==> config.mk <==
export PLATFORM = sky130hd
export DESIGN_NAME = alu_slice
export DESIGN_NICKNAME = d
export VERILOG_FILES = /design/src/rtl/alu_slice_pkg.sv /design/src/rtl/alu_operand_steer.sv /design/src/rtl/alu_fa_cell.sv /design/src/rtl/alu_logic_unit.sv /design/src/rtl/alu_slice.sv
export SDC_FILE = /design/constraint.sdc
export NUM_CORES = 1
export LEC_CHECK = 0
export BUFFER_PORTS_ARGS = -buffer_cell sky130_fd_sc_hd__buf_2
export CELL_PAD_IN_SITES_DETAIL_PLACEMENT = 0
export CELL_PAD_IN_SITES_GLOBAL_PLACEMENT = 2
export CORE_MARGIN = 3
export CORE_UTILIZATION = 34
export DETAILED_ROUTE_END_ITERATION = 8
export PLACE_DENSITY = 0.95
export SLEW_MARGIN = 20
export SYNTH_ARGS = -nofsm -noshare
export SYNTH_HDL_FRONTEND = slang
export SYNTH_SLANG_ARGS = --single-unit
export TNS_END_PERCENT = 5
==> constraint.sdc <==
create_clock -name vclk -period 7
set_input_delay 0.35 -clock vclk [all_inputs]
set_output_delay 0.35 -clock vclk [all_outputs]
set_load 0.005 [all_outputs]
==> src/rtl/alu_slice_pkg.sv <==
package alu_slice_pkg;
  // steering picks for arithmetic mode (func_sel[1:0])
  localparam logic [1:0] STEER_ZERO = 2'b00;
  localparam logic [1:0] STEER_B    = 2'b01;
  localparam logic [1:0] STEER_INVB = 2'b10;
  localparam logic [1:0] STEER_ONES = 2'b11;

  // function picks for logic mode (func_sel[1:0])
  localparam logic [1:0] LFN_OR   = 2'b00;
  localparam logic [1:0] LFN_XOR  = 2'b01;
  localparam logic [1:0] LFN_AND  = 2'b10;
  localparam logic [1:0] LFN_NOTA = 2'b11;

  typedef struct packed {
    logic       logic_mode;
    logic [1:0] pick;
  } func_sel_t;

  function automatic logic fa_sum(input logic a, input logic b, input logic c);
    return a ^ b ^ c;
  endfunction

  function automatic logic fa_carry(input logic a, input logic b, input logic c);
    return (a & b) | (a & c) | (b & c);
  endfunction
endpackage

==> src/rtl/alu_operand_steer.sv <==
module alu_operand_steer
  import alu_slice_pkg::*;
#(
  parameter int WIDTH = 8
) (
  input  logic [WIDTH-1:0] opb,
  input  logic [1:0]       pick,
  output logic [WIDTH-1:0] addend
);
  always_comb begin
    case (pick)
      STEER_ZERO: addend = '0;
      STEER_B:    addend = opb;
      STEER_INVB: addend = ~opb;
      default:    addend = '1;
    endcase
  end


  always_comb begin
    if (pick == STEER_INVB) begin
      steer_invb_chk: assert (((addend & opb) == '0) && ((addend | opb) == '1))
        else $error("steered operand is not the complement of B");
    end
    if (pick == STEER_ONES) begin
      steer_ones_chk: assert ($countones(addend) == WIDTH)
        else $error("steered operand is not all ones");
    end
  end
endmodule

==> src/rtl/alu_fa_cell.sv <==
module alu_fa_cell
  import alu_slice_pkg::*;
(
  input  logic a,
  input  logic b,
  input  logic cin,
  output logic s,
  output logic cout
);
  assign s    = fa_sum(a, b, cin);
  assign cout = fa_carry(a, b, cin);


  always_comb begin
    fa_cell_sum_chk: assert ((2'(a) + 2'(b) + 2'(cin)) == {cout, s})
      else $error("cell sum does not equal count of its inputs");
  end
endmodule

==> src/rtl/alu_logic_unit.sv <==
module alu_logic_unit
  import alu_slice_pkg::*;
#(
  parameter int WIDTH = 8
) (
  input  logic [WIDTH-1:0] opa,
  input  logic [WIDTH-1:0] opb,
  input  logic [1:0]       pick,
  output logic [WIDTH-1:0] lres
);
  always_comb begin
    case (pick)
      LFN_OR:  lres = opa | opb;
      LFN_XOR: lres = opa ^ opb;
      LFN_AND: lres = opa & opb;
      default: lres = ~opa;
    endcase
  end


  always_comb begin
    if (pick == LFN_NOTA) begin
      logic_nota_chk: assert (((lres & opa) == '0) && ((lres | opa) == '1))
        else $error("NOT A result overlaps A");
    end
    if (pick == LFN_XOR) begin
      logic_xor_chk: assert ((lres ^ opa) == opb)
        else $error("XOR result does not recover B");
    end
  end
endmodule

==> src/rtl/alu_slice.sv <==
module alu_slice
  import alu_slice_pkg::*;
#(
  parameter int WIDTH = 8
) (
  input  logic [WIDTH-1:0] opa,
  input  logic [WIDTH-1:0] opb,
  input  logic [2:0]       func_sel,
  input  logic             carry_in,
  output logic [WIDTH-1:0] result,
  output logic             carry_out
);
  localparam int SUM_W = WIDTH + 1;

  func_sel_t               sel;
  logic [WIDTH-1:0]        addend;
  logic [WIDTH-1:0]        arith_sum;
  logic [WIDTH:0]          chain;
  logic [WIDTH-1:0]        logic_res;
  logic                    top_carry;

  assign sel      = func_sel_t'(func_sel);
  assign chain[0] = carry_in;

  alu_operand_steer #(.WIDTH(WIDTH)) steer_i (
    .opb    (opb),
    .pick   (sel.pick),
    .addend (addend)
  );

  for (genvar gi = 0; gi < WIDTH; gi++) begin : g_cell
    alu_fa_cell cell_i (
      .a    (opa[gi]),
      .b    (addend[gi]),
      .cin  (chain[gi]),
      .s    (arith_sum[gi]),
      .cout (chain[gi+1])
    );
  end

  assign top_carry = chain[WIDTH];

  alu_logic_unit #(.WIDTH(WIDTH)) lu_i (
    .opa  (opa),
    .opb  (opb),
    .pick (sel.pick),
    .lres (logic_res)
  );

  always_comb begin
    if (sel.logic_mode) begin
      result    = logic_res;
      carry_out = 1'b0;
    end else begin
      result    = arith_sum;
      carry_out = top_carry;
    end
  end

  always_comb begin
    if (!sel.logic_mode) begin

      arith_sum_chk: assert ({carry_out, result} ==
                             (SUM_W'(opa) + SUM_W'(addend) + SUM_W'(carry_in)))
        else $error("ripple chain disagrees with wide sum");
    end else begin

      logic_cout_chk: assert (carry_out == 1'b0)
        else $error("carry out raised in logic mode");
    end
  end
endmodule

==> metrics.md <==
| Metric | Value |
|---|---|
| Status | `finished, final reports clean` |
| Filler instances | `256` |
| Register area | `0 µm²` |
| # diodes | `0` |
| Synth top area share | `0.226` |
| Worst-Margin Slew | `0.640 ns` |
| Syn nets | `146` |
| Ys Warns | `0` |
| Routed len/inst | `12.0 µm` |
| Post-CTS Setup Inserts | `0` |
| VDD IR-drop max | `33.7 µV` |
| Sw Share | `0.505` |
| Congestion Overflow GR | `0` |
| Min cycle time layout | `4.77 ns` |
| Pin count of the biggest net entering global routing | `40` |
| Final GP Congestion | `0.772` |
| Critical Path Sink Type | `output port` |
| Register area share after synthesis | `0` |
| # DRC | `0` |
| P&R area growth vs syn | `15.0%` |
| Top Layer Used | `met3` |
| Seq cells | `0` |
| Antenna Nets Post-Route | `0` |
| Hold buffers post-CTS | `0` |
| Worst Hold Depth | `3` |
| Total Routed Length | `1.85 mm` |
| Syn_area_per_cell | `8.68 µm²` |
| HPWL Detailed | `1.53 mm` |
| Metal2 WL | `855 µm` |
| Initial drt markers | `15` |
| IO buf count | `29` |
| HP Start | `func_sel[2]` |
| Num rows | `17` |
| Pins over their slew limit | `0` |
| Final hold slack | `0.976 ns` |
| Synth Cell Area | `886 µm²` |
| Cell taking the most area after synthesis | `ha_1` |
| Max_cap viols | `0` |
| Leak pwr | `0.537 nW` |
| Initial Utilization | `0.379` |
| Syn Inst Count | `102` |
| Die H | `57.0 µm` |
| Post-synthesis cell type count | `22` |
| DIE WIDTH | `57.0 µm` |
| Max_slew headroom | `0.573` |
| Critical-path maximum fanout | `39` |
| Initial antenna violation count | `0` |
| Seq pwr share | `0` |
| Vias in the first global route | `755` |
| Max Clock Freq | `210 MHz` |
| Nets | `172` |
| Post-layout util | `0.435` |
| Fin. Hold Viols | `0` |
| NetSw | `0.0357 mW` |
| Num ports | `29` |
| Placement-stage cell area | `1020 µm²` |
| CTS resizes | `0` |
| Layout cells sized above 1 | `0.357` |
| CP Class | `input pin to output port` |
| Setup TNS | `0 ns` |
| Synth top area cells | `ha_1 (23%), fa_1 (18%), mux2_2 (8.9%)` |
| GR Util All Layers | `0.123` |
| Internal | `0.0349 mW` |
| Met3 WL | `84 µm` |
| Commonest cells in the netlist | `inv_1 (20), ha_1 (16), fa_1 (8)` |
| Min-delay worst type | `input pin to output port` |
| Full die area | `3250 µm²` |
| Combinational Power Share | `1.000` |
| PwrDens | `69.3 nW/µm²` |
| Core Area | `2340 µm²` |
| Placed instance count | `154` |
| # clk buffers | `0` |
| CP Launch Type | `input pin` |
| Hold endpoint | `carry_out` |
| Finished Cell Area | `1020 µm²` |
| Endpoints failing setup | `0` |
| Critical Path AT | `4.42 ns` |
| Area of the multi-input gates | `763 µm²` |
| RSZ-0062 raised after global routing | `no` |
| Clock power share | `0` |
| Non-Filler Instances | `154` |
| First-pass GRT wire length | `3.37 mm` |
| Most frequent cell after synthesis | `inv_1` |
| Data required, critical path | `6.65 ns` |
| Final worst-path cycle share | `0.682` |
| Vias per cell | `4.90` |
| First drt pass iteration count | `3` |
| Metal-1 WL | `908 µm` |
| Total vias in the final route | `755` |
## layout make-up
cell class                 instances  share of cell area
timing repair buffer              29               0.143
tap                               28              0.0344
multi-input combinational         77               0.749
inverter                          20              0.0737
## metrics by stage
stage | setup slack (ns) | total power, mW
global placement | 2.30 | 0.0695
finish | 2.23 | 0.0706
floorplan | 2.71 | 0.0471
global route | 2.03 | 0.0819
CTS | 2.20 | 0.0720
detailed placement | 2.21 | 0.0711
## metal layers
layer | global-route usage | vias up
met5 | 0 | -
met3 | 0.00226 | 0
met2 | 0.222 | 19
met1 | 0.174 | 341
li1 | - | 395
met4 | 0 | 0
## placed cells by master (no fill, tap or decap), types with 2 or more instances in the layout
master | synthesis | final
buf_2 | 1 | 29
inv_1 | 20 | 20
ha_1 | 16 | 16
fa_1 | 8 | 8
nand2_1 | 7 | 7
a221o_1 | 7 | 7
mux2_2 | 7 | 7
o21ai_2 | 6 | 6
nand2b_1 | 6 | 6
a211oi_1 | 5 | 5
nor2_1 | 4 | 4
a21oi_1 | 3 | 3
mux2i_1 | 2 | 2
nor2b_1 | 2 | 2
## power by group through the flow
stage | registers, mW | clock network (mW) | logic (mW)
detailed placement | 0 | 0 | 0.0711
CTS | 0 | 0 | 0.0720
global placement | 0 | 0 | 0.0695
finish | 0 | 0 | 0.0706
floorplan | 0 | 0 | 0.0471
global route | 0 | 0 | 0.0819
## critical path, stage by stage
cell and delay [ns]:
buf_2 0.31, mux2i_1 0.27, fa_1 0.21, inv_1 0.05
fa_1 0.37, fa_1 0.39, fa_1 0.38, fa_1 0.40
fa_1 0.39, fa_1 0.40, fa_1 0.43, a221o_1 0.34
buf_2 0.13
## worst max-delay path by stage
stage | startpoint | endpoint | slack (ns) | cells after the start
floorplan | func_sel[0] | result[7] | 2.71 | 12
global placement | func_sel[0] | result[7] | 2.30 | 13
detailed placement | func_sel[0] | result[7] | 2.21 | 13
CTS | func_sel[0] | result[7] | 2.20 | 13
global route | func_sel[0] | result[7] | 2.03 | 13
finish | func_sel[0] | result[7] | 2.23 | 13
## kinds of logic (layout without fill, tap and decap cells)
| group | count (synthesis) | after routing | share of synthesized area |
|---|---|---|---|
| compound gates | 23 | 23 | 0.220 |
| fa+ha+maj | 24 | 24 | 0.407 |
| mux | 9 | 9 | 0.112 |
| simple gates | 21 | 21 | 0.123 |
| buf+inv | 25 | 49 | 0.138 |
Note: power is estimated with default switching activity, not from simulation.
